`config.mk`:
```
export PLATFORM = sky130hd
export DESIGN_NAME = adaptive_ref_counter
export DESIGN_NICKNAME = d
export VERILOG_FILES = /design/src/rtl/adaptive_ref_counter.sv
export SDC_FILE = /design/constraint.sdc
export NUM_CORES = 1
export LEC_CHECK = 0
export ABC_AREA = 0
export BUFFER_PORTS_ARGS = -buffer_cell sky130_fd_sc_hd__buf_2
export CORE_ASPECT_RATIO = 0.75
export CORE_UTILIZATION = 40
export CTS_CLUSTER_SIZE = 12
export DETAILED_ROUTE_END_ITERATION = 10
export PLACE_DENSITY = 0.59
export SKIP_LAST_GASP = 1
export SYNTH_ARGS = -nofsm -noshare
export SYNTH_HDL_FRONTEND = slang
export SYNTH_SLANG_ARGS = --single-unit
```
`constraint.sdc`:
```
create_clock -name clk -period 4.2 [get_ports clk]
set_input_delay 0.21 -clock clk [delete_from_list [all_inputs] [get_ports clk]]
set_output_delay 0.21 -clock clk [all_outputs]
set_load 0.03 [all_outputs]
```
`src/rtl/adaptive_ref_counter.sv`:
```
module adaptive_ref_counter #(
  parameter int ERR_W  = 3,
  parameter int REF_W  = 6,
  parameter int STEP_W = 3
) (
  input  logic              clk,
  input  logic              rst_n,
  input  logic              cyc_stb,
  input  logic [ERR_W-1:0]  err_code,
  input  logic [ERR_W-1:0]  err_thresh,
  input  logic [STEP_W-1:0] down_step,
  output logic [REF_W-1:0]  ref_code
);
  localparam int SUM_W = REF_W + 1;
  localparam logic [REF_W-1:0] REF_MAX = '1;

  logic [ERR_W-1:0]  prev_err;
  logic              no_err, at_thresh, not_falling;
  logic [STEP_W-1:0] fall_amt;
  logic [SUM_W-1:0]  up_sum;
  logic [REF_W-1:0]  up_val, down_val, next_ref;

  assign no_err      = (err_code == '0);
  assign at_thresh   = (err_code >= err_thresh);
  assign not_falling = (err_code >= prev_err);
  assign fall_amt    = (down_step == '0) ? STEP_W'(1) : down_step;

  assign up_sum   = {1'b0, ref_code} + SUM_W'(err_code);
  assign up_val   = up_sum[REF_W] ? REF_MAX : up_sum[REF_W-1:0];
  assign down_val = (ref_code > REF_W'(fall_amt)) ? ref_code - REF_W'(fall_amt) : '0;

  always_comb begin
    if (no_err)                       next_ref = down_val;
    else if (at_thresh || not_falling) next_ref = up_val;
    else                              next_ref = ref_code;
  end

  always_ff @(posedge clk) begin
    if (!rst_n) begin
      ref_code <= '0;
      prev_err <= '0;
    end else if (cyc_stb) begin
      ref_code <= next_ref;
      prev_err <= err_code;
    end
  end

  AST_IDLE_HOLD: assert property (@(posedge clk) disable iff (!rst_n)
    !cyc_stb |=> $stable(ref_code));

  AST_NO_RISE_ON_ZERO: assert property (@(posedge clk) disable iff (!rst_n)
    (cyc_stb && err_code == '0) |=> (ref_code <= $past(ref_code)));

  AST_FLOOR: assert property (@(posedge clk) disable iff (!rst_n)
    (cyc_stb && err_code == '0 && ref_code == '0) |=> (ref_code == '0));

  AST_RISE_ON_THRESH: assert property (@(posedge clk) disable iff (!rst_n)
    (cyc_stb && err_code != '0 && err_code >= err_thresh) |=> (ref_code >= $past(ref_code)));

  AST_HOLD_FALLING: assert property (@(posedge clk) disable iff (!rst_n)
    (cyc_stb && err_code != '0 && err_code < err_thresh && err_code < prev_err) |=> $stable(ref_code));

  AST_CEILING: assert property (@(posedge clk) disable iff (!rst_n)
    (cyc_stb && err_code != '0 && ref_code == REF_MAX) |=> (ref_code == REF_MAX));

  AST_SAMPLE_KEPT: assert property (@(posedge clk) disable iff (!rst_n)
    cyc_stb |=> (prev_err == $past(err_code)));
endmodule

```
==> reports/results.txt, run 1 <==
hold path start - rst_n
global-route wire length before repair - 3919 µm
Via density - 5.727
Die Area - 2543 µm²
most numerous cell in the Yosys netlist - inv_1
worst slew pin tran - 0.4387 ns
worst setup margin - 2.184 ns
cts repair resizes - 0
crit path DAT - 2.19 ns
max cap viols - 0
share of cells above drive strength 1 - 16.06%
GR Overflow Total - 0
CTS clock-pin slew for the worst setup and hold paths - 0.07 ns
H-tree depth - 1
Pre-antenna DRT Iters - 7
Initial Utilization - 44.58%
min cycle time layout - 2.016 ns
RSZ-0062 raised after global routing - no
row count - 14
width of the die - 57.89 µm
R2R cell count - 8
post-synth cell types - 37
GPL Wtd Cong - 0.8199
IO Pins - 18
Crit-path slowest cell - fa_1
Final setup viols - 0
total negative slack - 0 ns
relative slew slack - 70.56%
Mean Syn Cell Area - 7.745 µm²
cell area after layout - 1056 µm²
Post-synth ARST share - 0%
clk_lat worst skew - 0.26 ns
Hold Crit Depth - 2
ys flop type - dfxtp_1
Root Driver - clkbuf_4
syn nets - 147
Period Utilization, post-route - 47.99%
Worst Setup End Kind - flop
number of flops mapped to enable cells by yosys - 0
type of the worst setup path - reg2reg
Power, Total - 311.2 µW
Via Count - 922
Hold Crit Endpoint - ref_code[4]
Synth area leaders - dfxtp_1 19%, ha_1 16%, inv_1 6.4%
Post-CTS Setup Inserts - 0
violated checks - DRC
Worst path max stage delay - 0.41 ns
worst slack at placement - 2.145 ns
total wire length - 2224 µm
PwrDens - 294.7 nW/µm²
crit path max fanout - 4
largest area contributor in the netlist - dfxtp_1
CTS buffer count - 3
Crit Reg-Reg Startpoint - ref_code[0]
GR Util All Layers - 20.62%
CTS tree - yes
hold crit path type - in2reg
DRT iter0 DRCs - 38
Routed Antenna Nets - 0
crit path launch type - flop
clock skew - 0.001298 ns
Synth Register Bits - 9
initial antenna violation count - 0
cts hold-fix bufs - 0
Area Overhead vs Synth - 12.68%
R2R setup slack - 2.18 ns
vias in the first global route - 817
Mapped Cells - 121
CP required - 4.38 ns
RR Endpoint - ref_code[1]
Residual DRC - 2
Core Region - 2102 µm²
dpl cell area - 1030 µm²
critical path cell sequence - ha_1, inv_1, fa_1, nor2b_1, o2111ai_1, a21oi_1, a31oi_1, a211oi_1
mean routed wirelength per cell - 13.81 µm
post-DP HPWL - 1788 µm
n_diodes - 0
Final Max Slew Viols - 0
worst vdd ir - 0.1279 mV
Synth top area share - 19.23%
top cells by count, synth - 16 x inv_1, 12 x ha_1, 10 x a21oi_1
Clock Sinks - 9
P_leak - 0.0004829 µW
CTS max path bufs - 2
Core Util, Final - 50.24%
warnings from Yosys - 0
status - finished, violations left
FMAX - 0.4961 GHz
sequential share of the synthesized area - 19.23%
Mapped Area - 937.1 µm²
largest net degree at the start of global routing - 15
nets@finish - 164
DIE HEIGHT - 43.92 µm
Hold Vio Cnt, Final - 0
PortBufs - 17
==> placed cells by master (no fill, tap or decap), drive strengths merged, types with 2 or more instances in the layout <==
cell,Yosys,final
o21bai,2,2
o21ai,5,5
xnor2,2,2
nor2b,4,4
a31oi,7,7
dfxtp,9,9
ha,12,12
nor2,6,6
a21oi,10,10
nand3,3,3
inv,16,16
a31o,3,3
nand4,2,2
clkbuf,5,4
buf,1,18
mux2i,3,3
nor3,4,4
nand2,5,5
fa,2,2
a211oi,5,5
==> worst max-delay path: cells and delay by family, from the launching register on <==
kind | cells | cell delay (ns)
AO/OA/AOI/OAI | 4 | 0.70
adder cells (fa/ha/maj) | 2 | 0.59
flip-flops | 1 | 0.37
AND/OR/NAND/NOR | 1 | 0.20
buffers and inverters | 1 | 0.06
==> routing by layer <==
layer	vias to the layer above	global-route usage, %	share of wire [%]
li1	471	-	-
met1	418	32.79	54
met2	33	25.98	39
met3	0	6.567	6.8
met4	0	4.762	0
met5	-	0	0
==> registers in the layout, summed over array words and instances (netlist names) <==
signal    cells
prev_err      3
ref_code      6
==> worst max path at each step <==
stage / slack [ns] / depth (start not counted) / start / end
6_report: 2.18 / 8 / ref_code[0] / ref_code[1]
5_1_grt: 1.99 / 7 / ref_code[1] / ref_code[0]
4_1_cts: 2.20 / 8 / ref_code[0] / ref_code[3]
3_5_place_dp: 2.14 / 10 / down_step[2] / ref_code[4]
3_3_place_gp: 2.14 / 8 / err_code[0] / ref_code[2]
2_1_floorplan: 2.13 / 8 / ref_code[0] / ref_code[3]
==> final cells by class <==
type / instances / area [µm²]
timing repair buffer: 18 / 92.59
clock buffer: 4 / 26.28
multi-input combinational: 90 / 666.9
sequential: 9 / 180.2
inverter: 16 / 60.06
fill: 216 / 1046
tap: 24 / 30.03
==> cells by family (layout without fill, tap and decap cells) <==
| kind of cell | count (synthesis) | after routing | share of synthesized area, % |
|---|---|---|---|
| muxes | 3 | 3 | 3.204 |
| AOI/OAI and AO/OA | 40 | 40 | 28.44 |
| adders and majority gates | 14 | 14 | 20.29 |
| DFF | 9 | 9 | 19.23 |
| xor gates and xnor gates | 3 | 3 | 2.804 |
| and+or+nand+nor | 30 | 30 | 16.42 |
| buffers and inverters | 22 | 38 | 9.613 |
==> where the power goes <==
group | total, µW | switching [µW] | leakage, µW | internal, µW
clock | 70.3 | 33.6 | 0.0000150 | 36.7
sequential | 106 | 13.6 | 0.0000742 | 92.8
combinational | 134 | 79.7 | 0.000394 | 54.8
==> per-stage QoR <==
stage	hold slack [ns]	std cells
after floorplan	0.3443	121
after global placement	0.4729	157
after detailed placement	0.4873	157
after CTS	0.2209	161
after global routing	0.2313	161
final	0.2307	161
Power figures use the tool's default switching activity.
==> run 2, diff against run 1 <==
--- a/config.mk
+++ b/config.mk
@@ -5,13 +5,13 @@
 export SDC_FILE = /design/constraint.sdc
 export NUM_CORES = 1
 export LEC_CHECK = 0
-export ABC_AREA = 0
+export ABC_AREA = 1
 export BUFFER_PORTS_ARGS = -buffer_cell sky130_fd_sc_hd__buf_2
 export CORE_ASPECT_RATIO = 0.75
 export CORE_UTILIZATION = 40
 export CTS_CLUSTER_SIZE = 12
 export DETAILED_ROUTE_END_ITERATION = 10
-export PLACE_DENSITY = 0.59
+export PLACE_DENSITY = 0.6
 export SKIP_LAST_GASP = 1
 export SYNTH_ARGS = -nofsm -noshare
 export SYNTH_HDL_FRONTEND = slang
==> constraint.sdc (replaced) <==
create_clock -name clk -period 1.75 [get_ports clk]
set_input_delay 0.0875 -clock clk [delete_from_list [all_inputs] [get_ports clk]]
set_output_delay 0.0875 -clock clk [all_outputs]
set_load 0.03 [all_outputs]
==> run 2 against run 1 <==
  * Clock skew is 0.0014 ns higher
  * Register-to-register slack worse by 2.2 ns
  * Sequential share of layout area is 3.1 points lower
  * Critical endpoint unchanged
  * Largest cell class unchanged
  * Sequential cell count stayed put
  * Combinational power grew to 3.7 times the previous value
  * Cell area is 25% higher
  * Die area is 11% higher
  * The flow finishes with violations (setup timing)
  * Count of clock-buffer cells in the layout is 1 lower
  * Clock power is 140% higher
  * Non-clock buffer count is 8 higher
==> reports/results.txt, run 2 <==
P_leak - 0.0007114 µW
H-tree depth - 1
GR Util All Layers - 21.52%
Top Registers - ref_code: 6 flops, prev_err: 3 flops
width of the die - 61.05 µm
share of cells above drive strength 1 - 28.72%
ys flop type - dfxtp_1
CTS max path bufs - 2
CP required - 1.92 ns
crit path launch type - flop
vias in the first global route - 896
relative slew slack - 73.07%
CTS clock-pin slew for the worst setup and hold paths - 0.07 ns
Worst Setup End Kind - flop
CTS tree - yes
Die Area - 2826 µm²
Period Utilization, post-route - 100.4%
max reg flops - 6
total placed cells including tap cells - 221
n_diodes - 0
global-route wire length before repair - 4174 µm
Routed Antenna Nets - 0
DIE HEIGHT - 46.29 µm
initial antenna violation count - 0
Multi-input gate area - 807.0 µm²
most frequent cells in the layout - 49 x nand2_1, 25 x inv_1, 18 x nor2_1, 17 x buf_2, 11 x nand3_1
Synth Register Bits - 9
Via Count - 1101
mean routed wirelength per cell - 12.31 µm
DRT iter0 DRCs - 73
PortBufs - 17
row count - 15
nets@finish - 222
Root Driver - clkbuf_4
PwrDens - 695.2 nW/µm²
largest net degree at the start of global routing - 12
R2R setup slack - -0.007 ns
CTS buffer count - 3
compound-cell area share of the yosys netlist - 9.091%
top cells by count, synth - 53 x nand2_1, 28 x inv_1, 18 x nor2_1
Hold Vio Cnt, Final - 0
hold crit path type - in2reg
clock skew - 0.002728 ns
violated checks - setup timing
hold slack - 0.1002 ns
Synth top area share - 19.02%
number of flops mapped to enable cells by yosys - 0
most numerous cell in the Yosys netlist - nand2_1
Core Region - 2384 µm²
Initial Utilization - 43.88%
post-DP HPWL - 2045 µm
RSZ-0062 raised after global routing - yes
max cap viols - 0
GR Overflow Total - 0
worst setup margin - -0.006726 ns
Reg with most FFs - ref_code
min cycle time layout - 1.757 ns
Residual DRC - 0
largest area contributor in the netlist - nand2_1
worst slew pin tran - 0.4026 ns
Area Overhead vs Synth - 26.67%
GPL Wtd Cong - 0.9493
Adder-Cell Fraction of Synth Area - 18.18%
status - finished, violations left
warnings from Yosys - 0
Post-synth ARST share - 0%
Synth Area in XOR/XNOR - 1.675%
Hold Crit Depth - 2
Synth Area in Simple Gates - 40.07%
syn nets - 194
largest family of logic cells by synthesized area - simple AND/OR/NAND/NOR gates
register area - 185.2 µm²
worst vdd ir - 0.4012 mV
most common cell after layout, fill and taps aside - nand2_1
Pre-antenna DRT Iters - 4
sequential share of the synthesized area - 17.22%
# fillers - 234
Mapped Cells - 168
FMAX - 0.5692 GHz
clk_lat worst skew - 0.28 ns
crit path DAT - 1.93 ns
Post-Layout Cell Count - 229
Final setup viols - 2
Mapped Area - 1046 µm²
crit path max fanout - 5
R2R cell count - 12
Synth area leaders - nand2_1 19%, dfxtp_1 17%, ha_1 14%
Via density - 4.808
Mean Syn Cell Area - 6.226 µm²
IO Pins - 18
post-synthesis mux area share - 0%
post-synth cell types - 26
Clock Sinks - 9
total wire length - 2818 µm
type of the worst setup path - reg2reg
Final Max Slew Viols - 0
==> run 2: what timing repair did <==
item,4_1_cts,5_1_grt
endpoints found under the hold margin,0,0
hold buffers,0,0
endpoints found under the setup margin,6,6
setup buffers,0,4
gates resized for setup,4,20
pin swaps,0,8
==> run 2: report_power, final <==
group	internal (µW)	total, µW	leakage [µW]	switching, µW
combinational	189	490	0.000618	301
clock	85.0	172	0.0000177	87.2
sequential	227	259	0.0000756	31.9
==> run 2: per-stage QoR <==
step,TNS (ns),utilization [%],total power (µW),setup slack [ns],area (µm²)
6_report,-0.007826,55.59,921.2,-0.006726,1325
5_1_grt,-0.3485,55.59,988.9,-0.08786,1325
4_1_cts,0,50.87,845.1,0.004363,1212
3_5_place_dp,-0.3427,49.29,670.6,-0.06732,1175
3_3_place_gp,-0.07351,49.29,665.8,-0.04605,1175
2_1_floorplan,0,-,563.2,0.006841,1049
==> run 2: metal layers <==
metal / vias to the layer above / GRT usage [%] / wire, µm
met4: 0 / 6.818 / 27
met1: 488 / 31.32 / 1323
li1: 582 / - / -
met2: 27 / 30.22 / 1279
met5: - / 0 / 0
met3: 4 / 5.899 / 187
==> run 2: final timing paths <==
check	start	endpoint
worst min-delay path	cyc_stb	prev_err[2]
worst max register to register	ref_code[0]	ref_code[1]
worst max-delay path	ref_code[0]	ref_code[1]
worst min register to register	prev_err[1]	prev_err[1]
==> run 2: cell type report <==
cell class                 count  area share [%]
clock buffer                   3           1.700
multi-input combinational    128           60.91
timing repair buffer          26           11.52
sequential                     9           13.98
inverter                      28           8.310
tap                           34           3.211
clock inverter                 1          0.3777
==> run 2: worst max-delay path, cell delays in order, from the launching register on <==
cell	delay, ns
dfxtp_4	0.37
inv_4	0.06
ha_4	0.15
inv_4	0.04
fa_2	0.36
nand2_2	0.09
nand2_2	0.09
o21ai_4	0.10
nand2_4	0.10
nand3_1	0.10
nand2_1	0.05
nor2_1	0.08
nor2_1	0.05
==> run 2: logic make-up (layout without fill, tap and decap cells) <==
logic type,after synthesis,in the layout
AO/OA/AOI/OAI,16,16
XOR/XNOR,2,2
adder cells (fa/ha/maj),14,14
buffers and inverters,31,58
flip-flops,9,9
AND/OR/NAND/NOR,96,96
==> run 3, diff against run 2 <==
--- a/config.mk
+++ b/config.mk
@@ -11,6 +11,7 @@
 export CORE_UTILIZATION = 40
 export CTS_CLUSTER_SIZE = 12
 export DETAILED_ROUTE_END_ITERATION = 10
+export MAX_ROUTING_LAYER = met4
 export PLACE_DENSITY = 0.6
 export SKIP_LAST_GASP = 1
 export SYNTH_ARGS = -nofsm -noshare
==> run 3 against run 2 <==
  * The flow now finishes without violations
  * Sequential share of layout area up 0.27 points
  * Critical path depth unchanged
  * Hold slack better by 0.011 ns
  * Sequential power about the same
  * Largest cell class unchanged
  * Highest routed layer unchanged
==> reports/results.txt, run 3 (same netlist as run 2, synthesis figures left out) <==
critical path cell sequence - inv_4, ha_4, inv_4, fa_2, nand2_2, nand2_4, o21ai_4, nand2_4, nand3_1, nand2_1, nor2_1, nor2_1
DRT iter0 DRCs - 34
Clock Sinks - 9
max cap viols - 0
CTS buffer count - 3
worst vdd ir - 0.4830 mV
Top Registers - ref_code: 6 flops, prev_err: 3 flops
Worst path max stage delay - 0.37 ns
most frequent cells in the layout - 49 x nand2_1, 24 x inv_1, 17 x nor2_1, 17 x buf_2, 12 x nand3_1
Residual DRC - 0
max reg flops - 6
largest net degree at the start of global routing - 12
GR Overflow Total - 0
Power, Total - 904.0 µW
P_leak - 0.0006997 µW
Net Switching - 406.4 µW
worst slew pin tran - 0.3734 ns
share of cells above drive strength 1 - 28.50%
mean routed wirelength per cell - 11.64 µm
Core Region - 2384 µm²
H-tree depth - 1
PortBufs - 17
CTS clock-pin slew for the worst setup and hold paths - 0.07 ns
clk_lat worst skew - 0.27 ns
Multi-input gate area - 797.0 µm²
nets@finish - 220
# fillers - 250
Hold Vio Cnt, Final - 0
crit path DAT - 1.87 ns
crit path launch type - flop
type of the worst setup path - reg2reg
CP required - 1.91 ns
Reg with most FFs - ref_code
Worst Setup End Kind - flop
Final Max Slew Viols - 0
hold slack - 0.1110 ns
clock skew - 0.004136 ns
Area Overhead vs Synth - 24.28%
PwrDens - 695.4 nW/µm²
Period Utilization, post-route - 97.67%
Via density - 4.859
Core Util, Final - 54.54%
Die Area - 2826 µm²
vias in the first global route - 949
sequential share of power - 28.6%
min cycle time layout - 1.709 ns
FMAX - 0.5851 GHz
Final setup viols - 0
Crit-path slowest cell - dfxtp_4
Routed Antenna Nets - 0
Via Count - 1103
hold crit path type - in2reg
status - finished clean
n_diodes - 0
Initial Utilization - 43.88%
CTS tree - yes
Gate power share - 52.6%
Root Driver - clkbuf_4
Internal - 497.6 µW
total wire length - 2642 µm
row count - 15
IO Pins - 18
DIE HEIGHT - 46.29 µm
initial antenna violation count - 0
RSZ-0062 raised after global routing - yes
CTS max path bufs - 2
sw frac - 44.95%
clock share of power - 18.8%
post-DP HPWL - 2087 µm
cts hold-fix bufs - 0
crit path max fanout - 5
GPL Wtd Cong - 0.8507
Pre-antenna DRT Iters - 4
register area - 185.2 µm²
relative slew slack - 75.07%
width of the die - 61.05 µm
global-route wire length before repair - 4188 µm
most common cell after layout, fill and taps aside - nand2_1
total negative slack - 0 ns
GR Util All Layers - 21.95%
## run 3: repair_timing
item                       CTS  global route
hold endpoints to repair     0             0
setup endpoints to repair    6             6
setup buffers                0             2
gates cloned                 0             0
resized for setup            7            17
pin swaps                    1            17
## run 3: layout make-up
| class | instances | area share [%] |
|---|---|---|
| well taps | 34 | 3.272 |
| repair buffers | 24 | 10.59 |
| inverters | 28 | 8.470 |
| multi-input cells | 128 | 61.31 |
| clock inverters | 1 | 0.3850 |
| flip-flops and latches | 9 | 14.24 |
| clock buffers | 3 | 1.732 |
## run 3: stage by stage
step	std cells	worst slack, ns	instance area (µm²)
2_1_floorplan	168	0.006841	1049
3_3_place_gp	221	-0.09552	1175
3_5_place_dp	221	-0.1052	1175
4_1_cts	225	0.0004046	1222
5_1_grt	227	-0.07277	1300
6_report	227	0.04081	1300
## run 3: metal layers
metal	GRT usage (%)	up-vias	wire, µm
met5	-	-	0
met4	4.545	0	14
met2	29.57	32	1102
met3	6.742	2	145
li1	-	579	-
met1	31.60	490	1379
## run 3: final timing paths
check | from | to | slack [ns] | cells past startpoint
setup / recovery | ref_code[0] | ref_code[4] | 0.04 | 12
hold reg to reg | prev_err[1] | prev_err[1] | 0.53 | 2
setup reg to reg | ref_code[0] | ref_code[4] | 0.04 | 12
hold / removal | cyc_stb | prev_err[2] | 0.11 | 2
## run 3: worst max-delay path: cells and delay by family (launching register included)
kind	cells	cell delay (ns)
adder cells (fa/ha/maj)	2	0.49
AND/OR/NAND/NOR	7	0.55
AO/OA/AOI/OAI	1	0.09
flip-flops	1	0.37
buffers and inverters	2	0.11
## run 3: power groups by stage
| stage | Clock, µW | Sequential (µW) | Combinational, µW |
|---|---|---|---|
| 6_report | 170 | 258 | 476 |
| 5_1_grt | 187 | 263 | 536 |
| 4_1_cts | 175 | 255 | 426 |
| 3_5_place_dp | 0 | 260 | 411 |
| 3_3_place_gp | 0 | 260 | 406 |
| 2_1_floorplan | 0 | 282 | 281 |
